File: src/rtl/tcm_pkg.sv
package tcm_pkg;
    localparam int TCM_NVEC  = 16;
    localparam int TCM_VBITS = 8;
    localparam int TCM_NGATE = 8;
    localparam int TCM_CW    = 8;
    localparam int TCM_WW    = 5;

    // weight of one NAND input transition, pair written {A,B}
    function automatic logic [TCM_WW-1:0] nand_weight(input logic [1:0] from_p,
                                                      input logic [1:0] to_p);
        logic [TCM_WW-1:0] w;
        case ({from_p, to_p})
            4'b00_01: w = 5'd8;
            4'b00_10: w = 5'd2;
            4'b00_11: w = 5'd1;
            4'b01_00: w = 5'd7;
            4'b01_10: w = 5'd15;
            4'b01_11: w = 5'd1;
            4'b10_00: w = 5'd9;
            4'b10_01: w = 5'd3;
            4'b10_11: w = 5'd1;
            4'b11_00: w = 5'd23;
            4'b11_01: w = 5'd14;
            4'b11_10: w = 5'd24;
            default:  w = 5'd0;
        endcase
        return w;
    endfunction
endpackage

File: src/rtl/tcm_vec_store.sv
module tcm_vec_store #(
    parameter int NVEC  = 16,
    parameter int VBITS = 8,
    localparam int IDX_W = $clog2(NVEC)
) (
    input  logic             clk,
    input  logic             rst_n,
    input  logic             wr_en,
    input  logic [IDX_W-1:0] wr_idx,
    input  logic [VBITS-1:0] wr_vec,
    input  logic [IDX_W-1:0] rd_a_idx,
    input  logic [IDX_W-1:0] rd_b_idx,
    output logic [VBITS-1:0] rd_a_vec,
    output logic [VBITS-1:0] rd_b_vec
);
    logic [NVEC-1:0][VBITS-1:0] mem_d, mem_q;

    always_comb begin
        mem_d = mem_q;
        if (wr_en) begin
            mem_d[wr_idx] = wr_vec;
        end
    end

    always_ff @(posedge clk or negedge rst_n) begin
        if (!rst_n) begin
            mem_q <= '0;
        end else begin
            mem_q <= mem_d;
        end
    end

    assign rd_a_vec = mem_q[rd_a_idx];
    assign rd_b_vec = mem_q[rd_b_idx];
endmodule

File: src/rtl/tcm_gate_eval.sv
module tcm_gate_eval #(
    parameter int VBITS = 8,
    parameter int NGATE = 8,
    localparam int SRC_W = $clog2(VBITS + NGATE),
    localparam int VB_W  = (VBITS > 1) ? $clog2(VBITS) : 1,
    localparam int GI_W  = (NGATE > 1) ? $clog2(NGATE) : 1,
    localparam int CFG_W = NGATE * 2 * SRC_W
) (
    input  logic [VBITS-1:0]   vec,
    input  logic [CFG_W-1:0]   net_cfg,
    output logic [2*NGATE-1:0] pairs
);
    logic [NGATE-1:0] outs;

    function automatic logic pick(input logic [SRC_W-1:0] src,
                                  input logic [VBITS-1:0] v,
                                  input logic [NGATE-1:0] o,
                                  input int gate);
        int   gi;
        logic bit_v;
        bit_v = 1'b0;
        if (int'(src) < VBITS) begin
            bit_v = v[src[VB_W-1:0]];
        end else begin
            gi = int'(src) - VBITS;
            if (gi < gate) begin
                bit_v = o[gi[GI_W-1:0]];
            end
        end
        return bit_v;
    endfunction

    always_comb begin
        logic [SRC_W-1:0] sa, sb;
        logic             a, b;
        outs  = '0;
        pairs = '0;
        for (int g = 0; g < NGATE; g++) begin
            sa = net_cfg[g*2*SRC_W + SRC_W +: SRC_W];
            sb = net_cfg[g*2*SRC_W +: SRC_W];
            a  = pick(sa, vec, outs, g);
            b  = pick(sb, vec, outs, g);
            pairs[2*g +: 2] = {a, b};
            outs[g] = ~(a & b);
        end
    end
endmodule

File: src/rtl/tcm_pair_cost.sv
module tcm_pair_cost
    import tcm_pkg::*;
#(
    parameter int NGATE = 8,
    parameter int CW    = 8,
    localparam int SUM_W = $clog2(NGATE * 24 + 1) + 1,
    localparam int ACC_W = (SUM_W > CW) ? SUM_W : CW + 1,
    localparam int SAT   = (1 << CW) - 2
) (
    input  logic [2*NGATE-1:0] from_pairs,
    input  logic [2*NGATE-1:0] to_pairs,
    output logic [CW-1:0]      cost
);
    logic [NGATE-1:0][TCM_WW-1:0] w;

    for (genvar g = 0; g < NGATE; g++) begin : g_wt
        assign w[g] = nand_weight(from_pairs[2*g +: 2], to_pairs[2*g +: 2]);
    end

    always_comb begin
        logic [ACC_W-1:0] acc;
        acc = '0;
        for (int g = 0; g < NGATE; g++) begin
            acc = acc + ACC_W'(w[g]);
        end
        if (acc > ACC_W'(SAT)) begin
            cost = CW'(SAT);
        end else begin
            cost = acc[CW-1:0];
        end
    end
endmodule

File: src/rtl/tcm_cost_matrix.sv
module tcm_cost_matrix
    import tcm_pkg::*;
#(
    parameter int NVEC  = TCM_NVEC,
    parameter int VBITS = TCM_VBITS,
    parameter int NGATE = TCM_NGATE,
    parameter int CW    = TCM_CW,
    localparam int IDX_W = $clog2(NVEC),
    localparam int CNT_W = $clog2(NVEC + 1),
    localparam int SRC_W = $clog2(VBITS + NGATE),
    localparam int CFG_W = NGATE * 2 * SRC_W
) (
    input  logic             clk,
    input  logic             rst_n,
    input  logic             ld_en,
    input  logic [IDX_W-1:0] ld_idx,
    input  logic [VBITS-1:0] ld_vec,
    input  logic [CFG_W-1:0] net_cfg,
    input  logic [CNT_W-1:0] num_vec,
    input  logic             start,
    output logic             done,
    output logic             mw_en,
    output logic [IDX_W-1:0] mw_row,
    output logic [IDX_W-1:0] mw_col,
    output logic [CW-1:0]    mw_cost
);
    localparam logic [CW-1:0] DIAG_CODE = '1;

    typedef struct packed {
        logic             busy;
        logic [IDX_W-1:0] row;
        logic [IDX_W-1:0] col;
        logic [IDX_W-1:0] last;
        logic             wr;
        logic [IDX_W-1:0] wr_row;
        logic [IDX_W-1:0] wr_col;
        logic [CW-1:0]    wr_cost;
        logic             done;
    } seq_t;

    seq_t q, d;

    logic [VBITS-1:0]   vec_from, vec_to;
    logic [2*NGATE-1:0] pairs_from, pairs_to;
    logic [CW-1:0]      pair_cost;
    logic [CNT_W-1:0]   eff_n;

    tcm_vec_store #(.NVEC(NVEC), .VBITS(VBITS)) u_store (
        .clk      (clk),
        .rst_n    (rst_n),
        .wr_en    (ld_en),
        .wr_idx   (ld_idx),
        .wr_vec   (ld_vec),
        .rd_a_idx (q.row),
        .rd_b_idx (q.col),
        .rd_a_vec (vec_from),
        .rd_b_vec (vec_to)
    );

    tcm_gate_eval #(.VBITS(VBITS), .NGATE(NGATE)) u_eval_from (
        .vec     (vec_from),
        .net_cfg (net_cfg),
        .pairs   (pairs_from)
    );

    tcm_gate_eval #(.VBITS(VBITS), .NGATE(NGATE)) u_eval_to (
        .vec     (vec_to),
        .net_cfg (net_cfg),
        .pairs   (pairs_to)
    );

    tcm_pair_cost #(.NGATE(NGATE), .CW(CW)) u_cost (
        .from_pairs (pairs_from),
        .to_pairs   (pairs_to),
        .cost       (pair_cost)
    );

    assign eff_n = (int'(num_vec) > NVEC) ? CNT_W'(NVEC) : num_vec;

    always_comb begin
        d      = q;
        d.wr   = 1'b0;
        d.done = 1'b0;
        if (!q.busy) begin
            if (start) begin
                if (eff_n == '0) begin
                    d.done = 1'b1;
                end else begin
                    d.busy = 1'b1;
                    d.row  = '0;
                    d.col  = '0;
                    d.last = IDX_W'(eff_n - CNT_W'(1));
                end
            end
        end else begin
            d.wr      = 1'b1;
            d.wr_row  = q.row;
            d.wr_col  = q.col;
            d.wr_cost = (q.row == q.col) ? DIAG_CODE : pair_cost;
            if (q.col == q.last) begin
                d.col = '0;
                if (q.row == q.last) begin
                    d.busy = 1'b0;
                    d.done = 1'b1;
                end else begin
                    d.row = q.row + IDX_W'(1);
                end
            end else begin
                d.col = q.col + IDX_W'(1);
            end
        end
    end

    always_ff @(posedge clk or negedge rst_n) begin
        if (!rst_n) begin
            q <= '0;
        end else begin
            q <= d;
        end
    end

    assign done    = q.done;
    assign mw_en   = q.wr;
    assign mw_row  = q.wr_row;
    assign mw_col  = q.wr_col;
    assign mw_cost = q.wr_cost;
endmodule

File: config.mk
export PLATFORM = sky130hd
export DESIGN_NAME = tcm_cost_matrix
export DESIGN_NICKNAME = d
export VERILOG_FILES = /design/src/rtl/tcm_pkg.sv /design/src/rtl/tcm_vec_store.sv /design/src/rtl/tcm_gate_eval.sv /design/src/rtl/tcm_pair_cost.sv /design/src/rtl/tcm_cost_matrix.sv
export SDC_FILE = /design/constraint.sdc
export NUM_CORES = 1
export LEC_CHECK = 0
export BUFFER_PORTS_ARGS = -buffer_cell sky130_fd_sc_hd__buf_2
export CAP_MARGIN = 20
export CORE_MARGIN = 2
export CORE_UTILIZATION = 40
export CTS_CLUSTER_DIAMETER = 50
export DETAILED_ROUTE_END_ITERATION = 7
export PLACE_DENSITY_LB_ADDON = 0.05
export SLEW_MARGIN = 20
export SYNTH_ARGS = -nofsm -noshare
export SYNTH_HDL_FRONTEND = slang
export SYNTH_SLANG_ARGS = --single-unit
File: constraint.sdc
create_clock -name clk -period 18.3 [get_ports clk]
set_input_delay 4.575 -clock clk [delete_from_list [all_inputs] [get_ports clk]]
set_output_delay 4.575 -clock clk [all_outputs]
set_load 0.02 [all_outputs]
==> results of run 1 <==
[routing by layer]
layer / wire length (um) / track usage [%] / vias to the layer above
met5: 25 / 0 / -
met4: 1740 / 10.6 / 4
met3: 2020 / 3.40 / 93
met2: 22500 / 42.1 / 304
met1: 19000 / 31.3 / 5625
li1: - / - / 4910
[final cells by class]
cell class	instances	area, sq um	area share, %
clock inverters	10	134	0.849
diodes	2	5.00	0.0317
clock buffers	22	484	3.07
well taps	461	577	3.66
repair buffers	124	706	4.47
multi-input cells	940	9590	60.8
inverters	78	293	1.86
flip-flops and latches	159	3980	25.2
[cells by family (layout without fill, tap and decap cells)]
family / after synthesis / count (layout) / synth area share, %
adders and majority gates: 74 / 74 / 7.71
AOI/OAI and AO/OA: 221 / 221 / 10.9
other: 0 / 2 / 0
and+or+nand+nor: 265 / 265 / 9.26
xor gates and xnor gates: 24 / 24 / 1.47
DFF: 159 / 159 / 27.7
buffers and inverters: 182 / 234 / 5.50
muxes: 356 / 356 / 37.4
[Yosys cell counts (10+ instances only)]
| cell type | count |
|---|---|
| dfrtp_1 | 159 |
| mux2_2 | 158 |
| mux4_2 | 128 |
| nor2_1 | 86 |
| inv_1 | 76 |
| mux2i_1 | 68 |
| clkbuf_1 | 66 |
| a21oi_1 | 57 |
| ha_1 | 50 |
| nand2_1 | 49 |
| o21ai_0 | 37 |
| fa_1 | 24 |
| nand2b_1 | 24 |
| nand3_1 | 21 |
| buf_4 | 18 |
| nor2b_1 | 16 |
| a31oi_1 | 14 |
| xor2_1 | 14 |
| a211oi_1 | 10 |
| buf_1 | 10 |
| nand3b_1 | 10 |
| xnor2_1 | 10 |
[sequential cells by signal (all words and copies together), names as in the netlist]
register and count:
done 1, mw_en 1, q 13, u_store.mem_q 128, mw_row 4, mw_cost 8, mw_col 4
[worst max-delay path: cells and delay by family]
| family | cells | cell delay (ns) |
|---|---|---|
| fa+ha+maj | 12 | 4.35 |
| compound gates | 20 | 3.81 |
| mux | 6 | 1.95 |
| simple gates | 13 | 1.44 |
| buf+inv | 10 | 1.25 |
[stage by stage]
step,hold WS [ns],setup WS [ns]
2_1_floorplan,0.428,1.98
3_3_place_gp,0.485,1.17
3_5_place_dp,0.494,0.826
4_1_cts,0.510,1.28
5_1_grt,0.532,0.199
6_report,0.504,1.19
[final timing paths]
check	from	to	slack (ns)	cells after the start
worst min-delay path	mw_row[2]$_DFFE_PN0P_	mw_row[2]$_DFFE_PN0P_	0.50	1
worst max-delay path	net_cfg[1]	mw_cost[1]$_DFFE_PN0P_	1.19	61
worst max register to register	q[22]$_DFFE_PN0P_	mw_cost[1]$_DFFE_PN0P_	3.49	62
min in group asynchronous	rst_n	u_store.mem_q[25]$_DFFE_PN0P_	4.02	1
worst min register to register	mw_row[2]$_DFFE_PN0P_	mw_row[2]$_DFFE_PN0P_	0.50	1
max in group asynchronous	rst_n	q[28]$_DFFE_PN0P_	12.80	3
==> impl_metrics.csv, run 1 <==
group,metric,value,unit
status,status,"complete, no violations",
setup_path,cp_max_fo,14,
sta,fmax,58.4,MHz
finish,instances_no_fill,1796,
grt,grt_pass1_wl,70400,um
placed_design,gp_congestion,0.943,
clock_network,post_cts_buffers,0,
setup_path,max_stage_delay,0.53,ns
clock_network,root_buffer,"clkbuf_16",
setup_path,critPathKind,"primary input to flip-flop",
grt,grt_usage,24.6,%
sta,slew_headroom,22.5,%
sta,finalSetupTns,0,ns
yosys,synth_seq_area_share,27.7,%
yosys,synth_top_area_share,27.7,%
clock_network,cts_resized,0,
yosys,syn-num-nets,1440,
clock_network,tritoncts,"yes",
floorplanning,die_height,193,um
floorplanning,die_x,193,um
clock_network,htreeDepth,4,
yosys,yosys.area.top_type,"dfrtp_1",
yosys,ys_types,82,
setup_path,critPathSlowestCell,"fa_1",
grt,grt_max_degree,107,
finish,area_delta_synth_final,9.96,%
floorplanning,initial_utilization,40.5,%
grt,grt-ovfl-total,0,
finish,design_area,15800,sq um
clock_network,numCtsBuffers,17,
yosys,synth-main-ff-cell,"dfrtp_1",
yosys,synth_edf_count,0,
clock_network,cts_buffer_depth,2,
grt,first_global_vias,11500,
detailed_routing,drt-total-wl,45200,um
floorplanning,dieArea,37400,sq um
floorplanning,rows,69,
finish,final_common_cell,"mux2_2",
finish,post-route-util,44.6,%
detailed_routing,dr_total_vias,10900,
finish,drive_gt1_share,35.6,%
setup_path,end_kind,"flip-flop",
yosys,synth.cell_area,14300,sq um
grt,antenna_found_initial,4,
placed_design,dp_cells,1761,
setup_path,cp-start-kind,"primary input",
yosys,ys_warn_count,0,
floorplanning,ios,103,
finish,finalNetCount,1479,
detailed_routing,drt_iter0_drc,806,
clock_network,worst_skew_pair.late_latency,0.43,ns
clock_network,hold_buffers,0,
detailed_routing,final_antenna_net_count,0,
sta,skew,0.00998,ns
sta,final-hold-violation-count,0,
sta,report.final.setup_viol,0,
clock_network,cts_sinks,159,
clock_network,clk_pin_slew,0.07,ns
sta,worst_pin_slew,1.16,ns
detailed_routing,drc,0,
sta,finalCritPeriodShare,93.5,%
sta,min_period,17.11,ns
setup_path,cp.required,18.63,ns
worst_hold_path,hp-class,"flip-flop to flip-flop",
placed_design,place_hpwl,32000,um
finish,final_cell_mix,"mux2_2, dfrtp_1, mux4_2",
flow_run,drv_cap,0,
yosys,synthesis.area_per_instance,11.2,sq um
finish,n_fill_cell,3323,
placed_design,port_buffers,102,
yosys,netlist_instances,1281,
placed_design,placed_area,15100,sq um
detailed_routing,first_pass_iters,5,
yosys,async_flop_share,100,%
yosys,synth-seq-cells,159,
setup_path,arrival,17.44,ns
detailed_routing,routedWlPerCell,25.2,um
yosys,synth.area.top_cells,"dfrtp_1, mux4_2, mux2_2, mux2i_1, ha_1",
sta,rsz0062_at_grt,"no",
sta,drv_slew,0,
floorplanning,coreArea,35400,sq um
detailed_routing,routed_via_density,6.09,
Power of run 1 is left out: the tool's default activity adds up to more than one toggle a clock period on the data nets, which glitch-free logic cannot reach.
==> run 2: changes to the inputs <==
ABC_AREA = 1   (was unset)
CAP_MARGIN = unset   (was 20)
CTS_CLUSTER_DIAMETER = unset   (was 50)
==> impl_metrics.csv, run 2 <==
group,metric,value,unit
status,status,"complete, no violations",
yosys,synth_xor_area_share,1.28,%
floorplanning,ios,103,
yosys,synth-simple-area-share,22.9,%
placed_design,port_buffers,102,
clock_network,numCtsBuffers,17,
yosys,synth.cell_area,14400,sq um
finish,multi_input_area,8650,sq um
yosys,synth.area.mux_share,0,%
worst_hold_path,whs_endpoint,"mw_row[1]$_DFFE_PN0P_",
setup_path,critPathSlowestCell,"fa_1",
grt,antenna_found_initial,0,
clock_network,clk_pin_slew,0.06,ns
finish,design_area,15500,sq um
sta,report.final.setup_viol,0,
yosys,synth_seq_area_share,27.6,%
detailed_routing,routedWlPerCell,20.8,um
sta,fmax,66.1,MHz
worst_hold_path,hp-class,"flip-flop to flip-flop",
setup_path,r2r_slack,4.30,ns
clock_network,hold_buffers,0,
detailed_routing,drc,0,
yosys,async_flop_share,100,%
setup_path,rr_endpoint,"mw_cost[7]$_DFFE_PN0P_",
detailed_routing,first_pass_iters,6,
setup_path,rr_worst_depth,62,
floorplanning,die_x,194,um
yosys,synth.area.top_cells,"dfrtp_1, o21ai_0, nand2_1, inv_1, a21oi_1",
setup_path,max_stage_delay,0.53,ns
yosys,ys_warn_count,0,
floorplanning,initial_utilization,40.6,%
grt,grt_max_degree,95,
yosys,synth_edf_count,0,
clock_network,htreeDepth,4,
finish,final_cell_mix,"nand2_1, o21ai_0, inv_1",
clock_network,cts_buffer_depth,2,
finish,layout.area.seq,3980,sq um
finish,final_common_cell,"nand2_1",
finish,n_fill_cell,3785,
sta,drv_slew,0,
setup_path,cp.required,18.63,ns
clock_network,cts_sinks,159,
sta,worst_pin_slew,1.08,ns
yosys,synth_top_area_share,27.6,%
detailed_routing,final_antenna_net_count,0,
flow_run,drv_cap,0,
setup_path,crit_top_cell,"inv_1",
placed_design,gp_congestion,0.985,
worst_hold_path,worst_hold_path.num_cells,2,
clock_network,tritoncts,"yes",
setup_path,r2r_start,"q[22]$_DFFE_PN0P_",
setup_path,critPathKind,"primary input to flip-flop",
sta,finalCritPeriodShare,82.7,%
detailed_routing,drt_iter0_drc,1631,
floorplanning,dieArea,37500,sq um
floorplanning,rows,69,
finish,regMostFlops,"u_store.mem_q",
yosys,synth-main-ff-cell,"dfrtp_1",
floorplanning,die_height,194,um
sta,final-hold-violation-count,0,
grt,grt_usage,28.7,%
clock_network,worst_skew_pair.late_latency,0.43,ns
finish,drive_gt1_share,8.74,%
worst_hold_path,holdCritStartpoint,"mw_row[1]$_DFFE_PN0P_",
detailed_routing,drt-total-wl,54900,um
clock_network,cts_resized,0,
yosys,yosysMostFrequentCell,"nand2_1",
setup_path,cp_max_fo,10,
sta,skew,0.00621,ns
setup_path,cp-start-kind,"primary input",
sta,finalSetupTns,0,ns
grt,grt-ovfl-total,0,
yosys,netlist_instances,2166,
yosys,synthesis.area_per_instance,6.64,sq um
yosys,synth-seq-cells,159,
finish,largest_reg_flops,128,
clock_network,root_buffer,"clkbuf_16",
detailed_routing,routed_via_density,5.80,
yosys,synth_top_family_by_area,"compound AO/OA/AOI/OAI gates",
yosys,ys_types,59,
yosys,syn-num-nets,2325,
sta,slew_headroom,27.8,%
grt,grt_pass1_wl,83800,um
placed_design,place_hpwl,38600,um
finish,finalNetCount,2332,
grt,first_global_vias,14000,
placed_design,placed_area,14900,sq um
yosys,yosys.area_share.adder,7.69,%
finish,antenna_cells,0,
finish,area_delta_synth_final,7.74,%
clock_network,post_cts_buffers,0,
yosys,synth_commonest_cells,"nand2_1, o21ai_0, inv_1",
setup_path,arrival,15.46,ns
yosys,synth-compound-area-share,28.3,%
floorplanning,coreArea,35500,sq um
sta,min_period,15.14,ns
yosys,yosys.area.top_type,"dfrtp_1",
detailed_routing,dr_total_vias,15300,
sta,rsz0062_at_grt,"no",
sta,hold_ws,0.483,ns
setup_path,end_kind,"flip-flop",
run 2: changes by cell type after synthesis, sizes merged, moves of 16 or more:
cell	delta
o21ai	+341
nor2	+30
mux4	-128
mux2i	-68
o221ai	+25
nand3	+142
inv	+202
buf	+17
nor2b	-16
a21oi	+143
o211ai	+40
mux2	-160
nand2	+408
nand2b	-24
run 2: logic make-up (layout without fill, tap and decap cells):
kind of cell,after synthesis,after routing
fa+ha+maj,74,74
xor+xnor,21,21
buf+inv,413,433
flops,159,159
simple gates,774,774
compound gates,725,725
run 2: metrics by stage:
stage	instances	util, %	setup WS [ns]
3_3_place_gp	2615	42.1	3.39
6_report	2647	43.7	3.16
2_1_floorplan	2166	-	4.47
4_1_cts	2647	43.7	3.34
3_5_place_dp	2615	42.1	2.90
5_1_grt	2647	43.7	2.25
run 2: worst max-delay path by stage:
stage                           from  depth (start not counted)  slack (ns)                endpoint
final                     net_cfg[4]                         57        3.16  mw_cost[7]$_DFFE_PN0P_
after global routing      net_cfg[4]                         57        2.25  mw_cost[3]$_DFFE_PN0P_
after CTS                 net_cfg[4]                         57        3.34  mw_cost[1]$_DFFE_PN0P_
after detailed placement  net_cfg[4]                         57        2.90  mw_cost[1]$_DFFE_PN0P_
after global placement    net_cfg[4]                         57        3.39  mw_cost[3]$_DFFE_PN0P_
after floorplan           net_cfg[4]                         57        4.47  mw_cost[1]$_DFFE_PN0P_
run 2: critical path: cells and delay by family:
| family | cells | cell delay (ns) |
|---|---|---|
| AO/OA/AOI/OAI | 18 | 3.29 |
| AND/OR/NAND/NOR | 15 | 1.74 |
| buffers and inverters | 12 | 1.42 |
| adder cells (fa/ha/maj) | 12 | 4.40 |
run 2: layout make-up:
type | instances | area share [%]
inverters | 282 | 6.86
well taps | 461 | 3.72
repair buffers | 119 | 4.16
multi-input cells | 1594 | 55.8
clock buffers | 26 | 3.22
clock inverters | 6 | 0.533
flip-flops and latches | 159 | 25.7
run 2: routing by layer:
metal	vias up	global-route usage, %	wire length (um)
met5	-	0	0
met4	0	7.10	1110
met3	87	3.79	3980
met2	615	43.6	23900
met1	7356	42.8	26000
li1	7291	-	-
Power of run 2 is left out for the same reason.
